**config.mk**
```make
export PLATFORM = sky130hd
export DESIGN_NAME = nand_strobe_seq
export DESIGN_NICKNAME = d
export VERILOG_FILES = /design/src/rtl/nss_pkg.sv /design/src/rtl/nss_bank_match.sv /design/src/rtl/nss_timing_decode.sv /design/src/rtl/nss_seq.sv /design/src/rtl/nand_strobe_seq.sv
export SDC_FILE = /design/constraint.sdc
export NUM_CORES = 1
export LEC_CHECK = 0
export ABC_AREA = 0
export BUFFER_PORTS_ARGS = -buffer_cell sky130_fd_sc_hd__buf_2
export CORE_ASPECT_RATIO = 1.4
export CORE_MARGIN = 3
export CORE_UTILIZATION = 41
export CTS_CLUSTER_SIZE = 8
export DETAILED_ROUTE_END_ITERATION = 16
export GPL_TIMING_DRIVEN = 0
export PLACE_DENSITY = 0.79
export SYNTH_ARGS = -nofsm -noshare
export SYNTH_HDL_FRONTEND = slang
export SYNTH_SLANG_ARGS = --single-unit
```
**constraint.sdc**
```tcl
create_clock -name clk -period 1.8 [get_ports clk]
set_input_delay 0 -clock clk [delete_from_list [all_inputs] [get_ports clk]]
set_output_delay 0 -clock clk [all_outputs]
set_load 0.02 [all_outputs]
```
**src/rtl/nss_pkg.sv**
```systemverilog
package nss_pkg;
    typedef enum logic [2:0] {
        PH_IDLE,
        PH_LEAD,
        PH_SETUP,
        PH_STROBE,
        PH_HOLD,
        PH_DONE
    } phase_e;

    typedef enum logic [1:0] {
        KIND_CMD  = 2'd0,
        KIND_ADDR = 2'd1,
        KIND_DAT0 = 2'd2,
        KIND_DAT1 = 2'd3
    } kind_e;
endpackage

```
**src/rtl/nss_bank_match.sv**
```systemverilog
module nss_bank_match #(
    parameter int ADDR_W = 16
) (
    input  logic [ADDR_W-1:0] addr,
    input  logic [ADDR_W-1:0] base,
    input  logic [ADDR_W-1:0] mask,
    output logic              hit
);
    logic [ADDR_W-1:0] bit_ok;

    for (genvar i = 0; i < ADDR_W; i++) begin : g_bit
        // a masked-out bit always agrees
        assign bit_ok[i] = ~mask[i] | ~(addr[i] ^ base[i]);
    end

    assign hit = &bit_ok;
endmodule

```
**src/rtl/nss_timing_decode.sv**
```systemverilog
module nss_timing_decode #(
    parameter int TICKS_PER_BUS = 4,
    parameter int CNT_W         = 6
) (
    input  logic             relax,
    input  logic             cs_code,
    input  logic             cmd_code,
    input  logic             page_large,
    output logic [CNT_W-1:0] lead_ticks,
    output logic [CNT_W-1:0] lag_ticks,
    output logic [11:0]      main_bytes,
    output logic [6:0]       spare_bytes
);
    localparam int QTR = TICKS_PER_BUS / 4;

    always_comb begin
        unique case ({relax, cs_code})
            2'b00:   lead_ticks = CNT_W'(1 * TICKS_PER_BUS);
            2'b01:   lead_ticks = CNT_W'(4 * TICKS_PER_BUS);
            2'b10:   lead_ticks = CNT_W'(2 * TICKS_PER_BUS);
            default: lead_ticks = CNT_W'(8 * TICKS_PER_BUS);
        endcase
        unique case ({relax, cmd_code})
            2'b00:   lag_ticks = '0;
            2'b01:   lag_ticks = CNT_W'(1 * QTR);
            2'b10:   lag_ticks = CNT_W'(2 * QTR);
            default: lag_ticks = CNT_W'(4 * QTR);
        endcase
        main_bytes  = page_large ? 12'd2048 : 12'd512;
        spare_bytes = page_large ? 7'd64 : 7'd16;
    end
endmodule

```
**src/rtl/nss_seq.sv**
```systemverilog
module nss_seq
    import nss_pkg::*;
#(
    parameter int TICKS_PER_BUS = 4,
    parameter int CNT_W         = 6
) (
    input  logic             clk,
    input  logic             rst_n,
    input  logic             start,
    input  logic [1:0]       kind,
    input  logic [7:0]       data,
    input  logic             bctl_dis,
    input  logic [CNT_W-1:0] lead_ticks,
    input  logic [CNT_W-1:0] lag_ticks,
    output logic             cs_n,
    output logic             we_n,
    output logic             bctl_n,
    output logic             cle,
    output logic             ale,
    output logic [7:0]       bus_data,
    output logic             done,
    output logic             busy
);
    localparam logic [CNT_W-1:0] BUS_LAST = CNT_W'(TICKS_PER_BUS - 1);

    typedef struct packed {
        phase_e           phase;
        logic [CNT_W-1:0] cnt;
        logic [CNT_W-1:0] lag;
        logic [7:0]       data;
        logic [1:0]       kind;
        logic             bctl_dis;
    } seq_t;

    seq_t s_d, s_q;
    logic drive;
    logic cs_act;

    always_comb begin
        s_d = s_q;
        unique case (s_q.phase)
            PH_IDLE: begin
                if (start) begin
                    s_d.phase    = PH_LEAD;
                    s_d.cnt      = lead_ticks - 1'b1;
                    s_d.lag      = lag_ticks;
                    s_d.data     = data;
                    s_d.kind     = kind;
                    s_d.bctl_dis = bctl_dis;
                end
            end
            PH_LEAD: begin
                if (s_q.cnt == '0) begin
                    if (s_q.lag == '0) begin
                        s_d.phase = PH_STROBE;
                        s_d.cnt   = BUS_LAST;
                    end else begin
                        s_d.phase = PH_SETUP;
                        s_d.cnt   = s_q.lag - 1'b1;
                    end
                end else begin
                    s_d.cnt = s_q.cnt - 1'b1;
                end
            end
            PH_SETUP: begin
                if (s_q.cnt == '0) begin
                    s_d.phase = PH_STROBE;
                    s_d.cnt   = BUS_LAST;
                end else begin
                    s_d.cnt = s_q.cnt - 1'b1;
                end
            end
            PH_STROBE, PH_HOLD, PH_DONE: begin
                if (s_q.cnt == '0) begin
                    s_d.cnt = BUS_LAST;
                    unique case (s_q.phase)
                        PH_STROBE: s_d.phase = PH_HOLD;
                        PH_HOLD:   s_d.phase = PH_DONE;
                        default:   s_d.phase = PH_IDLE;
                    endcase
                end else begin
                    s_d.cnt = s_q.cnt - 1'b1;
                end
            end
            default: s_d.phase = PH_IDLE;
        endcase
    end

    always_ff @(posedge clk or negedge rst_n) begin
        if (!rst_n) begin
            s_q <= '{phase: PH_IDLE, cnt: '0, lag: '0, data: '0, kind: '0, bctl_dis: 1'b0};
        end else begin
            s_q <= s_d;
        end
    end

    always_comb begin
        drive    = (s_q.phase == PH_SETUP) || (s_q.phase == PH_STROBE) || (s_q.phase == PH_HOLD);
        cs_act   = drive || (s_q.phase == PH_LEAD);
        cs_n     = ~cs_act;
        we_n     = (s_q.phase != PH_STROBE);
        bctl_n   = ~(cs_act && !s_q.bctl_dis);
        cle      = drive && (s_q.kind == KIND_CMD);
        ale      = drive && (s_q.kind == KIND_ADDR);
        bus_data = drive ? s_q.data : 8'h00;
        done     = (s_q.phase == PH_DONE);
        busy     = (s_q.phase != PH_IDLE);
    end

    AST_WE_INSIDE_CS: assert property (@(posedge clk) disable iff (!rst_n)
        !we_n |-> !cs_n) else $error("we_n low outside cs_n");
    AST_WE_DATA_STABLE: assert property (@(posedge clk) disable iff (!rst_n)
        (!we_n && $past(!we_n)) |-> $stable(bus_data)) else $error("data moved under we_n");
    AST_DONE_AFTER_CS: assert property (@(posedge clk) disable iff (!rst_n)
        done |-> (cs_n && we_n)) else $error("done while strobes active");
    AST_BCTL_IN_CS: assert property (@(posedge clk) disable iff (!rst_n)
        !bctl_n |-> !cs_n) else $error("bctl_n low outside cs_n");
    AST_LATCH_EXCL: assert property (@(posedge clk) disable iff (!rst_n)
        !(cle && ale)) else $error("cle and ale together");
    AST_NO_RESTART: assert property (@(posedge clk) disable iff (!rst_n)
        (busy && start && !done) |=> busy) else $error("cycle dropped under request");
endmodule

```
**src/rtl/nand_strobe_seq.sv**
```systemverilog
module nand_strobe_seq #(
    parameter int ADDR_W        = 16,
    parameter int TICKS_PER_BUS = 4
) (
    input  logic              clk,
    input  logic              rst_n,
    input  logic              req,
    input  logic [ADDR_W-1:0] req_addr,
    input  logic [1:0]        req_kind,
    input  logic [7:0]        req_data,
    input  logic [ADDR_W-1:0] base_addr,
    input  logic [ADDR_W-1:0] addr_mask,
    input  logic              opt_relax,
    input  logic              opt_cs_code,
    input  logic              opt_cmd_setup,
    input  logic              opt_bctl_dis,
    input  logic              opt_page_large,
    output logic              cs_n,
    output logic              we_n,
    output logic              bctl_n,
    output logic              cle,
    output logic              ale,
    output logic [7:0]        bus_data,
    output logic              done,
    output logic              miss,
    output logic              busy,
    output logic [11:0]       page_main_bytes,
    output logic [6:0]        page_spare_bytes
);
    localparam int CNT_W = $clog2(8 * TICKS_PER_BUS + 1);

    logic             hit;
    logic             start;
    logic [CNT_W-1:0] lead_ticks;
    logic [CNT_W-1:0] lag_ticks;

    nss_bank_match #(.ADDR_W(ADDR_W)) u_match (
        .addr (req_addr),
        .base (base_addr),
        .mask (addr_mask),
        .hit  (hit)
    );

    nss_timing_decode #(.TICKS_PER_BUS(TICKS_PER_BUS), .CNT_W(CNT_W)) u_decode (
        .relax       (opt_relax),
        .cs_code     (opt_cs_code),
        .cmd_code    (opt_cmd_setup),
        .page_large  (opt_page_large),
        .lead_ticks  (lead_ticks),
        .lag_ticks   (lag_ticks),
        .main_bytes  (page_main_bytes),
        .spare_bytes (page_spare_bytes)
    );

    assign start = req && hit;
    assign miss  = req && !hit && !busy;

    nss_seq #(.TICKS_PER_BUS(TICKS_PER_BUS), .CNT_W(CNT_W)) u_seq (
        .clk        (clk),
        .rst_n      (rst_n),
        .start      (start),
        .kind       (req_kind),
        .data       (req_data),
        .bctl_dis   (opt_bctl_dis),
        .lead_ticks (lead_ticks),
        .lag_ticks  (lag_ticks),
        .cs_n       (cs_n),
        .we_n       (we_n),
        .bctl_n     (bctl_n),
        .cle        (cle),
        .ale        (ale),
        .bus_data   (bus_data),
        .done       (done),
        .busy       (busy)
    );

    AST_MISS_QUIET: assert property (@(posedge clk) disable iff (!rst_n)
        (miss && !busy) |=> !busy) else $error("miss started a cycle");
    AST_HIT_NO_MISS: assert property (@(posedge clk) disable iff (!rst_n)
        miss |-> !start) else $error("miss and start together");
    AST_GEOM_PAIR: assert property (@(posedge clk) disable iff (!rst_n)
        (page_main_bytes == 12'd512) == (page_spare_bytes == 7'd16)) else $error("geometry mismatch");
endmodule

```
==> results.tsv, run 1 <==
metric	value	unit
status	finished with violations	
violated checks	setup timing	
# clock sinks	23	
CP Capture Type	flop	
RSZ-0062 raised after global routing	yes	
initial antenna violation count	0	
XOR/XNOR share of the synthesized area	0.09078	
gr usage total	0.1817	
dpl hpwl	3445	um
post-synthesis compound-gate area fraction	0.1399	
CTS tree	done	
Pins Over Slew Limit	0	
Root Driver	clkbuf_8	
Routed Wire Length	4867	um
input/output buffers	85	
Post-Syn Area	1833	um^2
Synth Instances	196	
most frequent cells in the layout	buf_2, buf_4, dfrtp_1	
final std cells w/o fill	388	
first-pass GRT wire length	7948	um
initial core utilization	0.4289	
Finished Core Util	0.6522	
Pre-antenna DRT Iters	4	
Max Cap Violations	0	
Die ar.	5321	um^2
row cnt	28	
cell area after layout	2788	um^2
Seq cells post-synth	23	
post-synthesis sequential area ratio	0.3140	
pin count of the biggest net entering global routing	24	
Post-Synth Simple-Gate Area	0.1727	
final hold violation count	0	
vias	1874	
largest family of logic cells by synthesized area	simple AND/OR/NAND/NOR gates	
Setup WS post-layout	-0.05516	ns
Worst Skew	0.007778	ns
Worst Path Arrival	2.01	ns
Largest regs	u_seq.s_q x23	
post-synthesis mux area share	0.1065	
Power, Total	3492	uW
Final Cycle Share	1.031	
final setup fails	6	
vias per inst	4.830	
crit path time final	1.855	ns
Placement Cell Area	2404	um^2
Top FF cell, synth	dfrtp_1	
synthesized area per cell	9.352	um^2
Fmax achieved	539.0	MHz
Leak	0.001492	uW
Adder-Cell Fraction of Synth Area	0.04778	
Max H-tree Level	1	
synth warn	0	
n_diodes	0	
vias in the first global route	1840	
area delta synth->final	52.08	%
Worst VDD drop	0.7179	mV
PwrDens	1253	nW/um^2
most common cell after layout, fill and taps aside	buf_2	
worst-margin pin slew	0.5310	ns
die width	62.51	um
GRT overflow	0	
asr flop ratio synth	1.000	
WL/cell	12.54	um
Post-synth EDFFs	0	
Hold WS	0.003250	ns
Die H	85.12	um
clk slew on worst S/H paths	0.07	ns
fraction of layout instances using a drive strength above 1	0.4939	
Worst setup SP type	flop	
Inst Count DP	355	
max reg flops	23	
Clk Latency, worst-skew pair	0.27	ns
# IOs	101	
Hold/Removal Path Class	input port to flop	
Final ANT Viol Nets	0	
initial DRC count	31	
clock buffer depth	2	
Max FO, Critical Path	4	
Core Region	4274	um^2
post-synth cell types	48	
DRC	0	
class of the most critical setup path	flop to flop	
post-layout net count	402	
routability congestion estimate	0.8352	
worst endpoint required time	1.95	ns
Most flops, register	u_seq.s_q	
Max transition margin	0.6460	
CTS buffer count	3	
-- final timing paths --
kind	from	endpoint	slack [ns]	cells after the start
max reg2reg	u_seq.s_q[18]$_DFFE_PN0P_	u_seq.s_q[20]$_DFFE_PN0P_	-0.06	8
min	opt_cmd_setup	u_seq.s_q[13]$_DFFE_PN0P_	0.003	3
max in group asynchronous	rst_n	u_seq.s_q[24]$_DFFE_PN0P_	1.17	2
max	u_seq.s_q[18]$_DFFE_PN0P_	u_seq.s_q[20]$_DFFE_PN0P_	-0.06	8
min reg2reg	u_seq.s_q[4]$_DFFE_PN0P_	u_seq.s_q[4]$_DFFE_PN0P_	0.48	1
min in group asynchronous	rst_n	u_seq.s_q[2]$_DFFE_PN0P_	0.25	2
-- power by group --
group / leakage (uW) / internal, uW / switching [uW]
logic: 0.00118 / 1210 / 1220
clock network: 0.0000228 / 158 / 161
registers: 0.000294 / 630 / 113
total: 0.00149 / 2000 / 1490
-- critical path: stages (launching register included) --
cell and delay (ns):
dfrtp_1 0.40, inv_2 0.09, ha_4 0.15, nand2b_4 0.05
or4_4 0.46, nand2_4 0.09, o22ai_2 0.06, a41o_1 0.20
mux2_2 0.25
-- kinds of logic after synthesis --
kind of cell,Yosys count
fa+ha+maj,7
other cells,1
mux,18
compound gates,36
simple gates,54
buf+inv,38
flops,23
xor+xnor,19
-- stage by stage --
stage	setup TNS, ns	worst slack [ns]
global placement	-1.123	-0.1500
global route	-0.9162	-0.1301
CTS	-0.3761	-0.09526
floorplan	-0.04160	-0.04160
finish	-0.1668	-0.05516
detailed placement	-1.262	-0.1552
-- layout make-up --
| type | instances | area (um^2) |
|---|---|---|
| sequential | 23 | 576.8 |
| clock buffer | 4 | 45.04 |
| timing repair buffer | 115 | 688.2 |
| tap | 60 | 75.07 |
| fill | 358 | 1486 |
| inverter | 11 | 41.29 |
| buffer | 26 | 198.9 |
| multi-input combinational | 149 | 1162 |
-- timing repair --
action                                  CTS  global route
gates resized for setup                  16            11
endpoints found under the hold margin    34             0
endpoints found under the setup margin   25            18
cloned                                    1             0
hold buffers                             12             0
buffers inserted                         12             5
pin swaps                                 5             4
-- synth_stat cells, drive strengths merged (3+ instances only) --
library cell | n | area [um^2]
buf | 25 | 182.7
dfrtp | 23 | 575.6
xor2 | 16 | 140.1
mux2 | 12 | 135.1
inv | 11 | 41.29
nor2 | 11 | 41.29
a22oi | 10 | 75.07
nor2b | 8 | 50.05
ha | 7 | 87.58
nand2 | 7 | 28.78
a21oi | 6 | 30.03
mux2i | 6 | 60.06
nand2b | 5 | 38.78
o21ai | 5 | 25.02
a31oi | 4 | 31.28
nor3 | 4 | 20.02
and3 | 3 | 18.77
nand3 | 3 | 15.01
xnor2 | 3 | 26.28
-- routing by layer --
metal	share of wire	global-route usage	up-vias
li1	-	-	916
met1	0.36	0.1839	853
met2	0.54	0.3602	92
met3	0.072	0.03179	13
met4	0.026	0.07229	0
met5	0	0	-
(Power assumes the default switching activity.)
==> run 2, diff against run 1 <==
- CORE_UTILIZATION: 41 -> 45
- GPL_ROUTABILITY_DRIVEN: unset -> 0
- PLACE_DENSITY: 0.79 -> 0.82
- clock period: 1.8 -> 1.9 ns (I/O delays scaled with it)
==> results.tsv, run 2 (same netlist as run 1, synthesis figures left out) <==
metric	value	unit	change
vias	1887		+0.69%
worst endpoint required time	2.05	ns	+0.10 ns
worst reg2reg path depth	6		-2
gr usage total	0.2028		+0.02113
worst-margin pin slew	0.5128	ns	-0.01819 ns
Pins Over Slew Limit	0		unchanged
Setup WS post-layout	0.01442	ns	+0.06958 ns
initial DRC count	43		+39%
# IOs	101		unchanged
max reg flops	23		unchanged
Worst Skew	0.007845	ns	+0.00006658 ns
Max H-tree Level	1		unchanged
fillers	286		-20%
Internal Dissipation	1920	uW	-4.1%
initial core utilization	0.4857		+0.05688
end point of the critical path	u_seq.s_q[8]$_DFFE_PN0P_		
vias per inst	5.073		+5.0%
Die ar.	4886	um^2	-8.2%
Core Region	3774	um^2	-12%
most common cell after layout, fill and taps aside	buf_2		
Clk pwr share	0.092		about the same
Worst VDD drop	1.116	mV	+56%
initial antenna violation count	0		unchanged
RSZ-0062 raised after global routing	yes		
Logic pwr share	0.695		about the same
CTS tree	done		
n_diodes	0		unchanged
Routed Wire Length	5003	um	+2.8%
pin count of the biggest net entering global routing	24		unchanged
# clock sinks	23		unchanged
Max FO, Critical Path	9		+5
Most flops, register	u_seq.s_q		
clk slew on worst S/H paths	0.08	ns	about the same
switching power	1437	uW	-3.5%
Max transition margin	0.6582		+0.01212
Leak	0.001499	uW	+0.41%
final hold violation count	0		unchanged
CP cell instances	buf_12 > nor3_4 > and3_4 > clkbuf_4 > buf_8 > mux2_2		
Hold/Removal Path Class	input port to flop		
Hold WS	0.009890	ns	+0.006640 ns
Root Driver	clkbuf_8		
input/output buffers	85		unchanged
first-pass GRT wire length	7672	um	-3.5%
WL/cell	13.45	um	+7.2%
DRC	0		unchanged
Final ANT Viol Nets	0		unchanged
r2r setup slk	0.01	ns	+0.07 ns
dpl hpwl	3641	um	+5.7%
fraction of layout instances using a drive strength above 1	0.4879		-0.006024
post-layout net count	404		+0.50%
Die H	81.52	um	-4.2%
Final Cycle Share	0.9924		-0.03823
Pre-antenna DRT Iters	5		+1
CP startpoint	u_seq.s_q[24]$_DFFE_PN0P_		
class of the most critical setup path	flop to flop		
Hold Path Origin	opt_relax		
reg2reg end	u_seq.s_q[8]$_DFFE_PN0P_		
vias in the first global route	1854		+0.76%
Sw Share	0.4281		+0.001682
final setup fails	0		-6
CTS buffer count	3		unchanged
Largest regs	u_seq.s_q x23		
Max Cap Violations	0		unchanged
Flop pwr share	0.212		about the same
status	completed		
most frequent cells in the layout	buf_2, buf_4, dfrtp_1		
Worst path slowest cell	dfrtp_2		
clock buffer depth	2		unchanged
Fmax achieved	530.3	MHz	-1.6%
die width	59.94	um	-4.1%
crit path time final	1.886	ns	+0.03042 ns
Worst setup SP type	flop		
CP Capture Type	flop		
GRT overflow	0		unchanged
PwrDens	1197	nW/um^2	-4.5%
row cnt	26		-7.1%
Worst Path Arrival	2.04	ns	+0.03 ns
Clk Latency, worst-skew pair	0.27	ns	about the same
critical path's largest stage delay	0.49	ns	+0.03 ns
area delta synth->final	53.04	%	
pre-CTS setup slack	-0.1676	ns	-0.01245 ns
FF-to-FF Start	u_seq.s_q[24]$_DFFE_PN0P_		
## run 2: worst min path at each step
stage | depth (start not counted) | slack (ns) | endpoint
final | 3 | 0.01 | u_seq.s_q[13]$_DFFE_PN0P_
after floorplan | 0 | -0.30 | u_seq.s_q[0]$_DFFE_PN0P_
after detailed placement | 1 | -0.002 | u_seq.s_q[1]$_DFFE_PN0P_
after global routing | 3 | 0.01 | u_seq.s_q[13]$_DFFE_PN0P_
after CTS | 3 | 0.005 | u_seq.s_q[13]$_DFFE_PN0P_
after global placement | 1 | -0.007 | u_seq.s_q[3]$_DFFE_PN0P_
## run 2: timing repair
item / CTS / global route
buffers inserted: 8 / 11
pin swaps: 2 / 5
setup endpoints to repair: 15 / 25
hold endpoints to repair: 35 / 0
hold buffers: 13 / 0
resized for setup: 16 / 13
## run 2: metal layers
| metal | track usage | wire length (um) | part of all wire |
|---|---|---|---|
| met1 | 0.1949 | 1689 | 0.34 |
| met5 | 0 | 0 | 0 |
| met2 | 0.4004 | 2796 | 0.56 |
| met4 | 0.08204 | 117 | 0.023 |
| met3 | 0.04088 | 400 | 0.080 |
## run 2: cell type report
| class | instances | area (um^2) | area share |
|---|---|---|---|
| multi-input cells | 149 | 1170 | 0.4170 |
| repair buffers | 117 | 720.7 | 0.2569 |
| inverters | 11 | 41.29 | 0.01472 |
| flip-flops and latches | 23 | 576.8 | 0.2056 |
| clock buffers | 4 | 45.04 | 0.01606 |
| well taps | 42 | 52.55 | 0.01873 |
| plain buffers | 26 | 198.9 | 0.07092 |
## run 2: worst max-delay path, delay by kind of cell (launching register included)
family / cells / cell delay, ns
flops: 1 / 0.49
simple gates: 2 / 0.48
mux: 1 / 0.33
buf+inv: 3 / 0.46
## run 2: through the flow
| stage | utilization | total power, uW | TNS [ns] | cell area, um^2 | cells |
|---|---|---|---|---|---|
| final | 0.7434 | 3357 | 0 | 2805 | 372 |
| after global routing | 0.7434 | 3599 | -0.2871 | 2805 | 372 |
| after CTS | 0.7072 | 2990 | -0.006043 | 2669 | 362 |
| after detailed placement | 0.6270 | 2354 | -1.495 | 2366 | 337 |
| after global placement | 0.6270 | 2309 | -1.464 | 2366 | 337 |
| after floorplan | - | 1937 | 0 | 1888 | 210 |
## run 2: power groups by stage
stage	registers [uW]	logic [uW]	clock network, uW
finish	713	2330	310
global placement	700	1610	0
CTS	706	1970	313
detailed placement	707	1650	0
global route	728	2530	337
floorplan	678	1260	0
==> run 3, diff against run 2 <==
- clock period: 1.9 -> 1.89 ns (I/O delays scaled with it)
==> results.tsv, run 3 (same netlist as run 1, synthesis figures left out) <==
metric	value	unit	change
status	finished with violations		
violated checks	setup timing		
Routed Wire Length	5172	um	+3.4%
Clk Latency, worst-skew pair	0.27	ns	about the same
worst-margin pin slew	0.5212	ns	+0.008413 ns
Final Cycle Share	1.023		+0.03035
final setup fails	1		+1
Root Driver	clkbuf_8		
Max H-tree Level	1		unchanged
Worst Skew	0.006209	ns	-0.001636 ns
first-pass GRT wire length	7445	um	-3.0%
fraction of layout instances using a drive strength above 1	0.4985		+0.01060
Worst setup SP type	flop		
Final ANT Viol Nets	0		unchanged
met2 Use GR	0.3820		-0.01840
Finished Core Util	0.7387		-0.004642
RSZ-0062 raised after global routing	yes		
dpl hpwl	3503	um	-3.8%
Pins Over Slew Limit	0		unchanged
pin count of the biggest net entering global routing	24		unchanged
Hold WS	0.01409	ns	+0.004203 ns
Die H	81.52	um	unchanged
initial DRC count	88		+100%
final hold violation count	0		unchanged
post-layout net count	403		-0.25%
CTS buffer count	3		unchanged
clk slew on worst S/H paths	0.08	ns	about the same
initial antenna violation count	0		unchanged
# IOs	101		unchanged
Fmax achieved	517.3	MHz	-2.5%
area delta synth->final	52.08	%	
Max Cap Violations	0		unchanged
Most Crowded Layer GR	met2		
final setup TNS	-0.04301	ns	-0.04301 ns
initial core utilization	0.4857		unchanged
DRC	0		unchanged
GRT overflow	0		unchanged
WL/cell	13.94	um	+3.7%
vias in the first global route	1859		+0.27%
Core Region	3774	um^2	unchanged
gr usage total	0.1937		-0.009096
Setup WS post-layout	-0.04301	ns	-0.05743 ns
max reg flops	23		unchanged
Power, Total	3411	uW	+1.6%
Die ar.	4886	um^2	unchanged
clock buffer depth	2		unchanged
met1 GRT Util	0.1955		+0.0005935
GR Util met3	0.02358		-0.01730
pre-CTS setup slack	-0.1584	ns	+0.009182 ns
crit path time final	1.933	ns	+0.04743 ns
CTS tree	done		
Hold/Removal Path Class	input port to flop		
Worst VDD drop	1.056	mV	-5.4%
vias	1929		+2.2%
die width	59.94	um	unchanged
Most flops, register	u_seq.s_q		
# clock sinks	23		unchanged
vias per inst	5.199		+2.5%
input/output buffers	85		unchanged
Worst Path Arrival	2.08	ns	+0.04 ns
Largest regs	u_seq.s_q x23		
worst endpoint required time	2.03	ns	-0.02 ns
most frequent cells in the layout	buf_2, buf_4, dfrtp_1		
Max FO, Critical Path	4		-5
Pre-antenna DRT Iters	4		-1
class of the most critical setup path	flop to flop		
most common cell after layout, fill and taps aside	buf_2		
Leak	0.001495	uW	-0.23%
PwrDens	1224	nW/um^2	+2.3%
row cnt	26		unchanged
CP Capture Type	flop		
Max transition margin	0.6525		-0.005608
n_diodes	0		unchanged
run 3: worst paths after layout:
path,cells after the start,start,slack (ns),to
setup / recovery,11,u_seq.s_q[18]$_DFFE_PN0P_,-0.04,u_seq.s_q[19]$_DFFE_PN0P_
hold / removal,3,opt_cmd_setup,0.01,u_seq.s_q[11]$_DFFE_PN0P_
setup reg to reg,11,u_seq.s_q[18]$_DFFE_PN0P_,-0.04,u_seq.s_q[19]$_DFFE_PN0P_
hold reg to reg,1,u_seq.s_q[5]$_DFFE_PN0P_,0.49,u_seq.s_q[5]$_DFFE_PN0P_
max in group asynchronous,2,rst_n,1.26,u_seq.s_q[24]$_DFFE_PN0P_
min in group asynchronous,2,rst_n,0.25,u_seq.s_q[4]$_DFFE_PN0P_
run 3: final cells by class:
type / instances / area, um^2
sequential: 23 / 576.8
timing repair buffer: 116 / 701.9
inverter: 11 / 41.29
buffer: 26 / 195.2
clock buffer: 4 / 45.04
multi-input combinational: 149 / 1175
tap: 42 / 52.55
fill: 267 / 985.9
run 3: metrics by stage:
stage / std cells / instance area (um^2)
6_report: 371 / 2788
5_1_grt: 371 / 2788
4_1_cts: 360 / 2643
3_5_place_dp: 337 / 2376
3_3_place_gp: 337 / 2376
2_1_floorplan: 210 / 1898
run 3: power by group:
| group | total (uW) | internal, uW | switching (uW) |
|---|---|---|---|
| sequential | 697 | 600 | 97.2 |
| clock | 312 | 151 | 161 |
| combinational | 2400 | 1180 | 1220 |
| total | 3410 | 1930 | 1480 |
run 3: what timing repair did:
action | 4_1_cts | 5_1_grt
hold buffers | 12 | 0
resized for setup | 14 | 16
endpoints found under the setup margin | 14 | 25
hold endpoints to repair | 34 | 0
setup buffers | 7 | 12
pin swaps | 2 | 8
run 3: routing by layer:
layer	share of wire	vias up	wire (um)
met5	0	-	0
met2	0.54	107	2807
met4	0.019	0	99
li1	-	921	-
met1	0.36	890	1848
met3	0.081	11	417
run 3: worst max-delay path, cell delays in order (launching register included):
cell,delay (ns)
dfrtp_1,0.40
inv_2,0.09
ha_4,0.15
nand2b_4,0.06
buf_6,0.12
nor4_4,0.27
buf_4,0.20
buf_6,0.11
a21o_1,0.13
a21oi_2,0.06
a21oi_1,0.14
o2bb2ai_1,0.09
